File: src/rtl/wrcov_pkg.sv
package wrcov_pkg;
  localparam int ATTR_W = 8;
  // attribute bit positions
  localparam int A_UNCACHED = 0;
  localparam int A_STRICT   = 1;
  localparam int A_INTREG   = 2;
  localparam int A_PRIV     = 3;
  localparam int A_LLSC     = 4;
  localparam int A_SWAP     = 5;
  localparam int A_CSWAP    = 6;
  localparam int A_SECURE   = 7;

  typedef struct packed {
    logic needs_wr;
    logic upgrade;
    logic alloc;
    logic from_cache;
  } list_flags_t;

  function automatic logic merge_ok(input logic is_wr, input logic [ATTR_W-1:0] attr);
    logic blocked;
    blocked = attr[A_UNCACHED] | attr[A_STRICT] | attr[A_INTREG] | attr[A_PRIV] |
              attr[A_LLSC] | attr[A_SWAP] | attr[A_CSWAP] | attr[A_SECURE];
    return is_wr & ~blocked;
  endfunction
endpackage

File: src/rtl/wrcov_classify.sv
module wrcov_classify
  import wrcov_pkg::*;
(
  input  logic              is_write_i,
  input  logic [ATTR_W-1:0] attr_i,
  input  logic              list_empty_i,
  output logic              compat_o,
  output logic              first_wr_o
);
  always_comb begin
    compat_o   = merge_ok(is_write_i, attr_i);
    first_wr_o = is_write_i & list_empty_i;
  end
endmodule

File: src/rtl/wrcov_bitmap.sv
module wrcov_bitmap #(
  parameter int LINE_BYTES = 64,
  localparam int OFS_W  = $clog2(LINE_BYTES),
  localparam int SIZE_W = OFS_W + 1
) (
  input  logic                  clk,
  input  logic                  rst_n,
  input  logic                  init_i,
  input  logic                  add_i,
  input  logic                  compat_i,
  input  logic                  first_wr_i,
  input  logic [OFS_W-1:0]      offset_i,
  input  logic [SIZE_W-1:0]     size_i,
  output logic [LINE_BYTES-1:0] map_o,
  output logic                  merge_o,
  output logic                  full_o,
  output logic                  mark_o
);
  localparam int SUM_W = SIZE_W + 1;

  // bytes [offset, offset+size) clipped at the line end
  function automatic logic [LINE_BYTES-1:0] span_mask(input logic [OFS_W-1:0] ofs,
                                                      input logic [SIZE_W-1:0] sz);
    logic [LINE_BYTES-1:0] m;
    logic [SUM_W-1:0] lo, hi;
    lo = SUM_W'(ofs);
    hi = SUM_W'(ofs) + SUM_W'(sz);
    for (int i = 0; i < LINE_BYTES; i++)
      m[i] = (SUM_W'(i) >= lo) && (SUM_W'(i) < hi);
    return m;
  endfunction

  logic [LINE_BYTES-1:0] map_q;
  logic                  merge_q;
  logic                  upd_en;

  assign full_o  = &map_q;
  assign upd_en  = add_i & ~full_o;
  assign mark_o  = upd_en & (first_wr_i | compat_i);
  assign map_o   = map_q;
  assign merge_o = merge_q;

  always_ff @(posedge clk or negedge rst_n) begin
    if (!rst_n) begin
      map_q   <= '0;
      merge_q <= 1'b1;
    end else if (init_i) begin
      map_q   <= '0;
      merge_q <= 1'b1;
    end else if (upd_en) begin
      merge_q <= merge_q & compat_i;
      if (mark_o) map_q <= map_q | span_mask(offset_i, size_i);
    end
  end
endmodule

File: src/rtl/wrcov_flags.sv
module wrcov_flags
  import wrcov_pkg::*;
(
  input  logic        clk,
  input  logic        rst_n,
  input  logic        init_i,
  input  logic        add_i,
  input  list_flags_t req_flags_i,
  output list_flags_t flags_o,
  output logic        empty_o
);
  list_flags_t flags_q;
  logic        empty_q;

  always_ff @(posedge clk or negedge rst_n) begin
    if (!rst_n) begin
      flags_q <= '0;
      empty_q <= 1'b1;
    end else if (init_i) begin
      flags_q <= '0;
      empty_q <= 1'b1;
    end else if (add_i) begin
      flags_q <= flags_q | req_flags_i;
      empty_q <= 1'b0;
    end
  end

  assign flags_o = flags_q;
  assign empty_o = empty_q;
endmodule

File: src/rtl/wrcov_tracker.sv
module wrcov_tracker
  import wrcov_pkg::*;
#(
  parameter int LINE_BYTES = 64,
  localparam int OFS_W  = $clog2(LINE_BYTES),
  localparam int SIZE_W = OFS_W + 1
) (
  input  logic                  clk,
  input  logic                  rst_n,
  input  logic                  init_i,
  input  logic                  add_valid_i,
  input  logic                  add_write_i,
  input  logic [OFS_W-1:0]      add_offset_i,
  input  logic [SIZE_W-1:0]     add_size_i,
  input  logic [ATTR_W-1:0]     add_attr_i,
  input  logic                  add_needs_wr_i,
  input  logic                  add_upgrade_i,
  input  logic                  add_alloc_i,
  input  logic                  add_from_cache_i,
  input  logic                  issue_i,
  output logic [LINE_BYTES-1:0] cov_map_o,
  output logic                  can_merge_o,
  output logic                  full_line_o,
  output logic                  is_reset_o,
  output logic                  issued_full_o
);
  logic        compat_w, first_wr_w, list_empty_w, mark_w;
  list_flags_t req_flags_w, flags_w;
  logic        issued_q;

  assign req_flags_w = '{needs_wr: add_needs_wr_i, upgrade: add_upgrade_i,
                         alloc: add_alloc_i, from_cache: add_from_cache_i};

  wrcov_classify u_cls (
    .is_write_i   (add_write_i),
    .attr_i       (add_attr_i),
    .list_empty_i (list_empty_w),
    .compat_o     (compat_w),
    .first_wr_o   (first_wr_w)
  );

  wrcov_bitmap #(.LINE_BYTES(LINE_BYTES)) u_map (
    .clk        (clk),
    .rst_n      (rst_n),
    .init_i     (init_i),
    .add_i      (add_valid_i),
    .compat_i   (compat_w),
    .first_wr_i (first_wr_w),
    .offset_i   (add_offset_i),
    .size_i     (add_size_i),
    .map_o      (cov_map_o),
    .merge_o    (can_merge_o),
    .full_o     (full_line_o),
    .mark_o     (mark_w)
  );

  wrcov_flags u_flg (
    .clk         (clk),
    .rst_n       (rst_n),
    .init_i      (init_i),
    .add_i       (add_valid_i),
    .req_flags_i (req_flags_w),
    .flags_o     (flags_w),
    .empty_o     (list_empty_w)
  );

  always_ff @(posedge clk or negedge rst_n) begin
    if (!rst_n)       issued_q <= 1'b0;
    else if (init_i)  issued_q <= 1'b0;
    else if (issue_i) issued_q <= full_line_o;
  end

  assign issued_full_o = issued_q;
  assign is_reset_o    = ~(|flags_w) & can_merge_o;
endmodule

File: config.mk
export PLATFORM = sky130hd
export DESIGN_NAME = wrcov_tracker
export DESIGN_NICKNAME = d
export VERILOG_FILES = /design/src/rtl/wrcov_pkg.sv /design/src/rtl/wrcov_classify.sv /design/src/rtl/wrcov_bitmap.sv /design/src/rtl/wrcov_flags.sv /design/src/rtl/wrcov_tracker.sv
export SDC_FILE = /design/constraint.sdc
export NUM_CORES = 1
export LEC_CHECK = 0
export ABC_AREA = 1
export BUFFER_PORTS_ARGS = -buffer_cell sky130_fd_sc_hd__buf_2
export CAP_MARGIN = 40
export CORE_MARGIN = 2
export CORE_UTILIZATION = 46
export DETAILED_ROUTE_END_ITERATION = 8
export PLACE_DENSITY = 0.69
export SLEW_MARGIN = 20
export SYNTH_ARGS = -nofsm -noshare
export SYNTH_HDL_FRONTEND = slang
export SYNTH_SLANG_ARGS = --single-unit
File: constraint.sdc
create_clock -name clk -period 2.57 [get_ports clk]
set_input_delay 0.514 -clock clk [delete_from_list [all_inputs] [get_ports clk]]
set_output_delay 0.514 -clock clk [all_outputs]
set_load 0.01 [all_outputs]
==> results.py <==
metrics = {
    "floorplanning": {
        "die_h_um": 105,
        "die_area_mm2": 0.0110,
        "dieWidth_um": 105,
        "core_mm2": 0.00982,
        "io_pins": 99,
        "rows": 36,
        "start_util_pct": 47.8,
    },
    "place": {
        "dpl.hpwl_um": 13900,
        "place_congestion": 1.07,
        "io_buffers": 98,
        "placed_cell_area_mm2": 0.00564,
    },
    "critical_path": {
        "endpoint_kind": "output pin",
        "cp.arrival_ps": 1850,
        "start_kind": "register",
        "cp_max_fo": 4,
        "path_class": "register to output pin",
        "critPathRequiredTime_ps": 2060,
    },
    "timing": {
        "hold_viol": 0,
        "tightest_slew_ps": 515,
        "post-route-min-period_ps": 2370,
        "slew_violations": 0,
        "worst_clock_skew_ps": 19.2,
        "rsz0062_at_grt": "no",
        "relSlewSlack_pct": 65.6,
        "period_share_pct": 92.0,
        "max_freq_ghz": 0.423,
        "setup_viol": 0,
    },
    "routing": {
        "vias_per_cell": 5.58,
        "vias": 5503,
        "ant_nets": 0,
        "wire_per_inst_um": 18.8,
        "drc_errors": 0,
        "first_pass_iters": 6,
        "drt-total-wl_um": 18600,
        "drt_iter0_markers": 566,
    },
    "global_routing": {
        "grt_pass1_vias": 5268,
        "grt.overflow.total": 0,
        "grt_start_max_net_pins": 72,
        "grt_usage_pct": 34.3,
        "antenna_found_initial": 0,
        "grt_pass1_wl_um": 29100,
    },
    "yosys": {
        "synth-seq-cells": 71,
        "yosysWarnings": 0,
        "synthDistinctLibCells": 32,
        "synth.net_count": 750,
        "ys_seq_area_share_pct": 37.9,
        "syn-instance-count": 712,
        "syn_area_mm2": 0.00469,
        "syn_area_per_cell_um2": 6.59,
    },
    "layout": {
        "final_cell_mix": "nand2_1, inv_1, buf_2",
        "area_growth_pct": 25.0,
        "final_area_mm2": 0.00586,
        "final_common_cell": "nand2_1",
        "nets": 886,
        "final_layout_size_suffix_gt1_share_pct": 22.0,
        "num_antenna_cells": 0,
    },
    "pwr": {
        "switching_share_pct": 38.3,
        "p_int_uw": 2080,
        "clkPwrFrac_pct": 29.1,
        "ir_worst_vdd_mv": 0.322,
        "total_power_uw": 3370,
        "power.density_mw_per_mm2": 575,
        "cellLeakagePower_uw": 0.00310,
        "combinationalPowerShare_pct": 32.2,
        "switchingPower_uw": 1290,
        "sequentialPowerShare_pct": 38.7,
    },
    "run_status": {
        "status": "completed",
    },
    "clock_tree": {
        "clk_transition_reported_paths_ps": 100,
        "clockBufferDepth": 2,
        "htreeDepth": 3,
        "clock-root-buffer": "clkbuf_8",
        "clock_sinks": 71,
        "cts_tree": "done",
        "clkLatencyLatePin_ps": 370,
        "post_cts_buffers": 0,
        "numCtsBuffers": 9,
    },
    "run": {
        "maxCapViolCount": 0,
    },
    "worst_hold_path": {
        "hp-class": "input pin to async pin",
    },
}
==> cell type report <==
class / count / area, µm²
fillers: 1004 / 3960
multi-input cells: 499 / 2340
flip-flops and latches: 71 / 1780
repair buffers: 150 / 931
inverters: 117 / 440
well taps: 133 / 166
clock buffers: 10 / 138
clock inverters: 6 / 67.6
==> state kept, by name, indices dropped and copies added, names as in the netlist <==
register	flops
u_map.merge_o	1
u_map.map_o	64
u_flg.empty_o	1
issued_full_o	1
u_flg.flags_o	4
==> path summary, 6_finish.rpt <==
path / to / slack (ps) / cells past startpoint / from
max: full_line_o / 200 / 4 / u_map.map_o[51]
min: u_map.map_o[7] / 150 / 2 / rst_n
max reg2reg: u_map.map_o[39] / 280 / 10 / u_map.map_o[51]
min reg2reg: u_map.merge_o / 480 / 2 / u_map.merge_o
max in group asynchronous: u_flg.empty_o / 2090 / 2 / rst_n
min in group clk: issued_full_o / 330 / 2 / issue_i
==> layer usage <==
| layer | vias to the layer above | wire length [µm] | part of all wire [%] | global-route usage [%] |
|---|---|---|---|---|
| li1 | 2538 | - | - | - |
| met1 | 2623 | 7580 | 41 | 46.0 |
| met2 | 294 | 8760 | 47 | 56.3 |
| met3 | 48 | 1630 | 8.8 | 5.61 |
| met4 | 0 | 578 | 3.1 | 11.5 |
| met5 | - | 0 | 0 | 0 |
==> Yosys cell counts (all sizes together) <==
master | count | share of area, %
nand4 | 17 | 2.3
o31ai | 1 | 0.16
nor4 | 2 | 0.27
dfrtp | 69 | 37
and3 | 1 | 0.13
o21ai | 51 | 5.4
a21oi | 57 | 6.2
o211ai | 1 | 0.16
a31oi | 3 | 0.40
or2 | 1 | 0.13
nand3 | 83 | 9.5
buf | 14 | 2.3
fa | 1 | 0.43
clkinv | 1 | 0.080
nor3 | 5 | 0.53
nand2 | 210 | 17
ha | 6 | 1.6
clkbuf | 11 | 0.88
inv | 116 | 9.3
dfstp | 2 | 1.1
nor2 | 60 | 5.4
==> power groups by stage <==
stage	clock, µW	sequential [µW]	combinational, µW
final	983	1300	1090
after global routing	1040	1320	1180
after CTS	982	1300	1060
after detailed placement	0	1320	1060
after global placement	0	1320	1050
after floorplan	0	1350	534
==> repair_timing <==
item,CTS,global route
hold buffers,0,0
resized for setup,0,4
endpoints found under the setup margin,0,34
==> logic make-up after synthesis <==
kind of cell	Yosys count	synth area share, %
and+or+nand+nor	379	35.2
adders and majority gates	7	2.03
buffers and inverters	142	12.5
AOI/OAI and AO/OA	113	12.3
DFF	71	37.9
==> worst max-delay path, stage by stage (launching register included) <==
cell,delay [ps]
dfrtp_1,450
nand4_1,170
nor4_2,500
and3_1,240
buf_2,130
==> per-stage QoR <==
stage	setup WS [ps]	hold slack [ps]	instances	setup TNS (ps)	utilization (%)
2_1_floorplan	281	218	712	0	-
3_3_place_gp	-116	460	970	-1060	57.5
3_5_place_dp	-251	466	970	-3320	57.5
4_1_cts	75.6	181	986	0	59.5
5_1_grt	71.7	185	986	0	59.7
6_report	205	148	986	0	59.7
Note: power is estimated with default switching activity, not from simulation.
